## config.mk

```make
export PLATFORM = sky130hd
export DESIGN_NAME = lsf_lane_fmt
export DESIGN_NICKNAME = d
export VERILOG_FILES = /design/src/rtl/lsf_pkg.sv /design/src/rtl/lsf_align_chk.sv /design/src/rtl/lsf_load_path.sv /design/src/rtl/lsf_store_path.sv /design/src/rtl/lsf_lane_fmt.sv
export SDC_FILE = /design/constraint.sdc
export NUM_CORES = 1
export LEC_CHECK = 0
export BUFFER_PORTS_ARGS = -buffer_cell sky130_fd_sc_hd__buf_2
export CAP_MARGIN = 30
export CORE_MARGIN = 2
export CORE_UTILIZATION = 40
export DETAILED_ROUTE_END_ITERATION = 8
export PLACE_DENSITY = 0.69
export REMOVE_ABC_BUFFERS = 1
export SLEW_MARGIN = 20
export SYNTH_ARGS = -nofsm -noshare
export SYNTH_HDL_FRONTEND = slang
export SYNTH_SLANG_ARGS = --single-unit
```

## constraint.sdc

```tcl
create_clock -name vclk -period 5.3
set_input_delay 1.325 -clock vclk [all_inputs]
set_output_delay 1.325 -clock vclk [all_outputs]
set_load 0.005 [all_outputs]
```

## src/rtl/lsf_pkg.sv

```systemverilog
package lsf_pkg;

  typedef enum logic [3:0] {
    MOP_NONE = 4'd0,
    MOP_LDB  = 4'd1,
    MOP_LDBU = 4'd2,
    MOP_LDH  = 4'd3,
    MOP_LDHU = 4'd4,
    MOP_LDW  = 4'd5,
    MOP_LDL  = 4'd6,
    MOP_LDR  = 4'd7,
    MOP_STB  = 4'd8,
    MOP_STH  = 4'd9,
    MOP_STW  = 4'd10,
    MOP_STL  = 4'd11,
    MOP_STR  = 4'd12
  } mem_op_e;

  function automatic logic op_is_load(input mem_op_e op);
    return (op >= MOP_LDB) && (op <= MOP_LDR);
  endfunction

  function automatic logic op_is_store(input mem_op_e op);
    return (op >= MOP_STB) && (op <= MOP_STR);
  endfunction

endpackage

```

## src/rtl/lsf_align_chk.sv

```systemverilog
module lsf_align_chk
  import lsf_pkg::*;
#(
  parameter int NBYTES = 4,
  localparam int OW = $clog2(NBYTES)
) (
  input  mem_op_e       op_i,
  input  logic [OW-1:0] ofs_i,
  output logic          misalign_o
);

  logic half_op;
  logic word_op;

  always_comb begin
    half_op    = (op_i == MOP_LDH) || (op_i == MOP_LDHU) || (op_i == MOP_STH);
    word_op    = (op_i == MOP_LDW) || (op_i == MOP_STW);
    misalign_o = (half_op && ofs_i[0]) || (word_op && (ofs_i != '0));
  end

  always_comb begin
    if (op_i == MOP_LDB || op_i == MOP_LDBU || op_i == MOP_STB ||
        op_i == MOP_LDL || op_i == MOP_LDR  || op_i == MOP_STL || op_i == MOP_STR) begin
      AST_NO_FLAG_BYTE_PART: assert (!misalign_o) else $error("flag on byte/partial op");
    end
  end

endmodule

```

## src/rtl/lsf_load_path.sv

```systemverilog
module lsf_load_path
  import lsf_pkg::*;
#(
  parameter int XLEN = 32,
  localparam int NB = XLEN / 8,
  localparam int OW = $clog2(NB),
  localparam int HB = NB / 2
) (
  input  mem_op_e         op_i,
  input  logic [OW-1:0]   ofs_i,
  input  logic [XLEN-1:0] rdata_i,
  input  logic [XLEN-1:0] old_i,
  output logic [XLEN-1:0] result_o
);

  logic [OW-1:0]   lane_b;
  logic [OW-2:0]   hlane;
  logic [7:0]      sel_byte;
  logic [15:0]     sel_half;
  logic [XLEN-1:0] lwl_sh;
  logic [XLEN-1:0] lwr_sh;
  logic [XLEN-1:0] lwl_res;
  logic [XLEN-1:0] lwr_res;

  always_comb begin
    lane_b   = OW'(NB - 1) - ofs_i;
    hlane    = (OW-1)'(HB - 1) - ofs_i[OW-1:1];
    sel_byte = rdata_i[8*lane_b +: 8];
    sel_half = rdata_i[16*hlane +: 16];
    lwl_sh   = rdata_i << (8 * ofs_i);
    lwr_sh   = rdata_i >> (8 * lane_b);
  end

  for (genvar j = 0; j < NB; j++) begin : g_lane
    always_comb begin
      lwl_res[8*j +: 8] = (OW'(j) >= ofs_i) ? lwl_sh[8*j +: 8] : old_i[8*j +: 8];
      lwr_res[8*j +: 8] = (OW'(j) <= ofs_i) ? lwr_sh[8*j +: 8] : old_i[8*j +: 8];
    end
  end

  always_comb begin
    case (op_i)
      MOP_LDB:  result_o = {{(XLEN-8){sel_byte[7]}}, sel_byte};
      MOP_LDBU: result_o = {{(XLEN-8){1'b0}}, sel_byte};
      MOP_LDH:  result_o = {{(XLEN-16){sel_half[15]}}, sel_half};
      MOP_LDHU: result_o = {{(XLEN-16){1'b0}}, sel_half};
      MOP_LDW:  result_o = rdata_i;
      MOP_LDL:  result_o = lwl_res;
      MOP_LDR:  result_o = lwr_res;
      default:  result_o = '0;
    endcase
  end

  always_comb begin
    if (op_i == MOP_LDBU) begin
      AST_BYTE_ZERO_FILL: assert (result_o[XLEN-1:8] == '0) else $error("zero fill");
    end
    if (op_i == MOP_LDL) begin
      AST_LEFT_KEEPS_LOW: assert (((result_o ^ old_i) & ((XLEN'(1) << (8*ofs_i)) - XLEN'(1))) == '0) else $error("left keep");
    end
    if (op_i == MOP_LDR) begin
      AST_RIGHT_KEEPS_HIGH: assert (((result_o ^ old_i) >> (8*ofs_i) >> 8) == '0) else $error("right keep");
    end
  end

endmodule

```

## src/rtl/lsf_store_path.sv

```systemverilog
module lsf_store_path
  import lsf_pkg::*;
#(
  parameter int XLEN = 32,
  localparam int NB = XLEN / 8,
  localparam int OW = $clog2(NB),
  localparam int HB = NB / 2
) (
  input  mem_op_e         op_i,
  input  logic [OW-1:0]   ofs_i,
  input  logic [XLEN-1:0] src_i,
  output logic [NB-1:0]   be_o,
  output logic [XLEN-1:0] wdata_o
);

  logic [OW-1:0] lane_b;
  logic [OW-2:0] hlane;
  logic [NB-1:0] be_b;
  logic [NB-1:0] be_h;
  logic [NB-1:0] be_l;
  logic [NB-1:0] be_r;

  always_comb begin
    lane_b = OW'(NB - 1) - ofs_i;
    hlane  = (OW-1)'(HB - 1) - ofs_i[OW-1:1];
  end

  for (genvar j = 0; j < NB; j++) begin : g_lane
    always_comb begin
      be_b[j] = (OW'(j) == lane_b);
      be_h[j] = ((OW-1)'(j / 2) == hlane);
      be_l[j] = (OW'(j) <= lane_b);
      be_r[j] = (OW'(j) >= lane_b);
    end
  end

  always_comb begin
    case (op_i)
      MOP_STB: begin
        be_o    = be_b;
        wdata_o = {NB{src_i[7:0]}};
      end
      MOP_STH: begin
        be_o    = be_h;
        wdata_o = {HB{src_i[15:0]}};
      end
      MOP_STW: begin
        be_o    = '1;
        wdata_o = src_i;
      end
      MOP_STL: begin
        be_o    = be_l;
        wdata_o = src_i >> (8 * ofs_i);
      end
      MOP_STR: begin
        be_o    = be_r;
        wdata_o = src_i << (8 * lane_b);
      end
      default: begin
        be_o    = '0;
        wdata_o = '0;
      end
    endcase
  end

  always_comb begin
    if (op_i == MOP_STB) begin
      AST_BYTE_ONE_LANE: assert ($onehot(be_o)) else $error("byte lanes");
    end
    if (op_i == MOP_STL) begin
      AST_LEFT_LANE_COUNT: assert ($countones(be_o) == NB - int'(ofs_i)) else $error("left lanes");
    end
    if (op_i == MOP_STR) begin
      AST_RIGHT_LANE_COUNT: assert ($countones(be_o) == int'(ofs_i) + 1) else $error("right lanes");
    end
  end

endmodule

```

## src/rtl/lsf_lane_fmt.sv

```systemverilog
module lsf_lane_fmt
  import lsf_pkg::*;
#(
  parameter int XLEN = 32,
  localparam int NB = XLEN / 8,
  localparam int OW = $clog2(NB)
) (
  input  logic [3:0]      op_i,
  input  logic [OW-1:0]   addr_lo_i,
  input  logic [XLEN-1:0] mem_rdata_i,
  input  logic [XLEN-1:0] rt_val_i,
  output logic [XLEN-1:0] wb_data_o,
  output logic            wb_en_o,
  output logic [NB-1:0]   mem_be_o,
  output logic [XLEN-1:0] mem_wdata_o,
  output logic            misalign_o
);

  mem_op_e       op;
  logic          mis;
  logic [NB-1:0] be_raw;

  assign op = mem_op_e'(op_i);

  lsf_align_chk #(.NBYTES(NB)) align_i (
    .op_i       (op),
    .ofs_i      (addr_lo_i),
    .misalign_o (mis)
  );

  lsf_load_path #(.XLEN(XLEN)) load_i (
    .op_i     (op),
    .ofs_i    (addr_lo_i),
    .rdata_i  (mem_rdata_i),
    .old_i    (rt_val_i),
    .result_o (wb_data_o)
  );

  lsf_store_path #(.XLEN(XLEN)) store_i (
    .op_i    (op),
    .ofs_i   (addr_lo_i),
    .src_i   (rt_val_i),
    .be_o    (be_raw),
    .wdata_o (mem_wdata_o)
  );

  always_comb begin
    misalign_o = mis;
    wb_en_o    = op_is_load(op) && !mis;
    mem_be_o   = mis ? '0 : be_raw;
  end

  always_comb begin
    AST_NO_LOAD_AND_STORE: assert (!(wb_en_o && (mem_be_o != '0))) else $error("both");
    if (misalign_o) begin
      AST_MISALIGN_QUIET: assert (!wb_en_o && (mem_be_o == '0)) else $error("not quiet");
    end
  end

endmodule

```

==> metrics.md <==
| Metric | Value |
|---|---|
| Yosys cell types | 60 |
| Peak supply drop | 0.04206 mV |
| Top cell type's share of synthesized area | 13.58% |
| Total power divided by cell area | 84.78 mW/mm^2 |
| Mapped cell area | 0.003317 mm^2 |
| Mux contribution to synthesized area | 30.29% |
| Critical path data arrival time | 3.48 ns |
| Met1 Use GR | 43.28% |
| Synth Warn # | 0 |
| GR Layer Usage met2 | 43.25% |
| Cell count after placement | 636 |
| Power, Total | 0.3404 mW |
| Worst-margin pin slew | 0.8876 ns |
| Post-Synth Simple-Gate Area | 17.62% |
| Most common cell after layout, fill and taps aside | buf_2 |
| Largest net degree at the start of global routing | 38 |
| Synthesized area per cell | 7.823 um^2 |
| XOR/XNOR share of the synthesized area | 0.2641% |
| First-pass GRT wire length | 20.95 mm |
| Final Cycle Share | 90.71% |
| # DRC | 0 |
| Initial antenna violation count | 0 |
| Compound-Gate Fraction of Synth Area | 42.55% |
| Initial core utilization | 40.78% |
| GRT overflow | 0 |
| DP HPWL | 10.16 mm |
| Hold_buf cts | 0 |
| Port bufs | 140 |
| Leak pwr | 1.869 nW |
| Critical path origin | op_i[0] |
| Pre-antenna DRT Iters | 5 |
| Most used routing layer | met1 |
| Synth Area in Adders | 0% |
| ANT cells | 0 |
| Max Slew Vio Count | 0 |
| Sequential area share after synthesis | 0% |
| Vias in the first global route | 3873 |
| Post-route insts no fill | 636 |
| Die height | 95.06 um |
| Share of layout cells above drive strength 1 | 36.91% |
| Worst Min Path Start | mem_rdata_i[11] |
| Fmax achieved | 0.2080 GHz |
| Multi-input logic area | 0.003015 mm^2 |
| Routed Antenna Nets | 0 |
| Layout Utilization | 49.36% |
| GRT Total Usage | 29.34% |
| Routed wire length | 14.05 mm |
| Post-CTS Repair Setup Buffers | 0 |
| Nets | 603 |
| Hold/Removal Path Class | input pin to output pin |
| Minimum clock period | 4.807 ns |
| Grt met3 use | 4.664% |
| Status | completed |
| Post-CTS sizing | 0 |
| Commonest non-fill, non-tap cells in the layout | 138 x buf_2, 43 x mux2i_1, 39 x nand2_1, 28 x nor2_1, 24 x a221o_1 |
| Final setup fails | 0 |
| Num ports | 140 |
| Critical path capture point type | output pin |
| Register area | 0 um^2 |
| Wire per inst | 22.08 um |
| Critical path peak fanout | 37 |
| Vias | 4438 |
| Initial DRC count | 426 |
| Unrepaired setup endpoints after global routing | false |
| Core area | 0.008134 mm^2 |
| Die width | 95.06 um |
| Critical Path Start Type | input pin |
| Synth Instances | 424 |
| Fin Setup TNS | 0 ns |
| CLK BUF | 0 |
| DIE AREA | 0.009036 mm^2 |
| Filler Cell Count | 863 |
| # rows | 33 |
| Critical path class | input pin to output pin |
| Worst EP required | 3.97 ns |
| Leading area contributor after synthesis | mux4_2 |
| Final Hold Viols | 0 |
| Max transition margin | 40.61% |
| Main combinational cell family by area after synthesis | compound AO/OA/AOI/OAI gates |
| P&R area growth vs syn | 21.05% |
| Main area contributors after synthesis | mux4_2 14%, mux2i_1 13%, a221o_1 7.2% |
| Max-cap viol count | 0 |
| Layout sequential cell count | 0 |
| Via density per instance | 6.978 |
| Final GP Congestion | 0.9458 |
cells in the mapped netlist, drive strengths merged (3+ instances only):
cell type and number:
mux2i 43, buf 37, a32o 4, o211ai 16, a211oi 6, clkbuf 12
o221ai 3, a22o 20, mux2 11, inv 7, nand2 39, a221o 25
o2bb2ai 3, a22oi 23, a21o 3, nor3 3, and2 6, a32oi 5
a221oi 12, o21ai 22, mux4 20, o21a 3, a21oi 11, nor2b 4
nand2b 8, nor2 28, nand3 13, a211o 5, and3 3
stage by stage:
stage | hold slack (ns) | setup slack [ns] | cell area (um^2)
finish | 2.980 | 0.4926 | 4015
global route | 3.000 | 0.4280 | 4015
CTS | 2.983 | 0.5628 | 4015
detailed placement | 2.983 | 0.5750 | 4015
global placement | 2.977 | 0.6334 | 4015
floorplan | 2.740 | 0.8224 | 3039
power breakdown:
part | switching [mW] | leakage (nW) | internal (mW)
logic | 0.189 | 1.87 | 0.151
registers | 0 | 0 | 0
clock network | 0 | 0 | 0
total | 0.189 | 1.87 | 0.151
cell families after synthesis:
logic type / count (synthesis)
mux: 74
compound gates: 176
xor+xnor: 1
simple gates: 116
buf+inv: 57
worst max-delay path, stage by stage:
cell and delay, ns:
buf_2 0.33, or3b_1 0.60, a211oi_4 0.75, a22o_1 0.26, a211o_1 0.09, buf_2 0.10
routing by layer:
layer | vias up | part of all wire [%]
li1 | 1970 | -
met1 | 2133 | 42
met2 | 304 | 43
met3 | 31 | 11
met4 | 0 | 3.3
met5 | - | 0
cell type report:
class	instances	share of cell area (%)
timing repair buffer	156	20.88
inverter	8	0.7479
multi-input combinational	367	75.10
tap	105	3.272
path summary, 6_finish.rpt:
kind,end,slack [ns],depth (start not counted)
max,wb_data_o[14],0.49,6
min,wb_data_o[11],2.98,3
(Power assumes the default switching activity.)
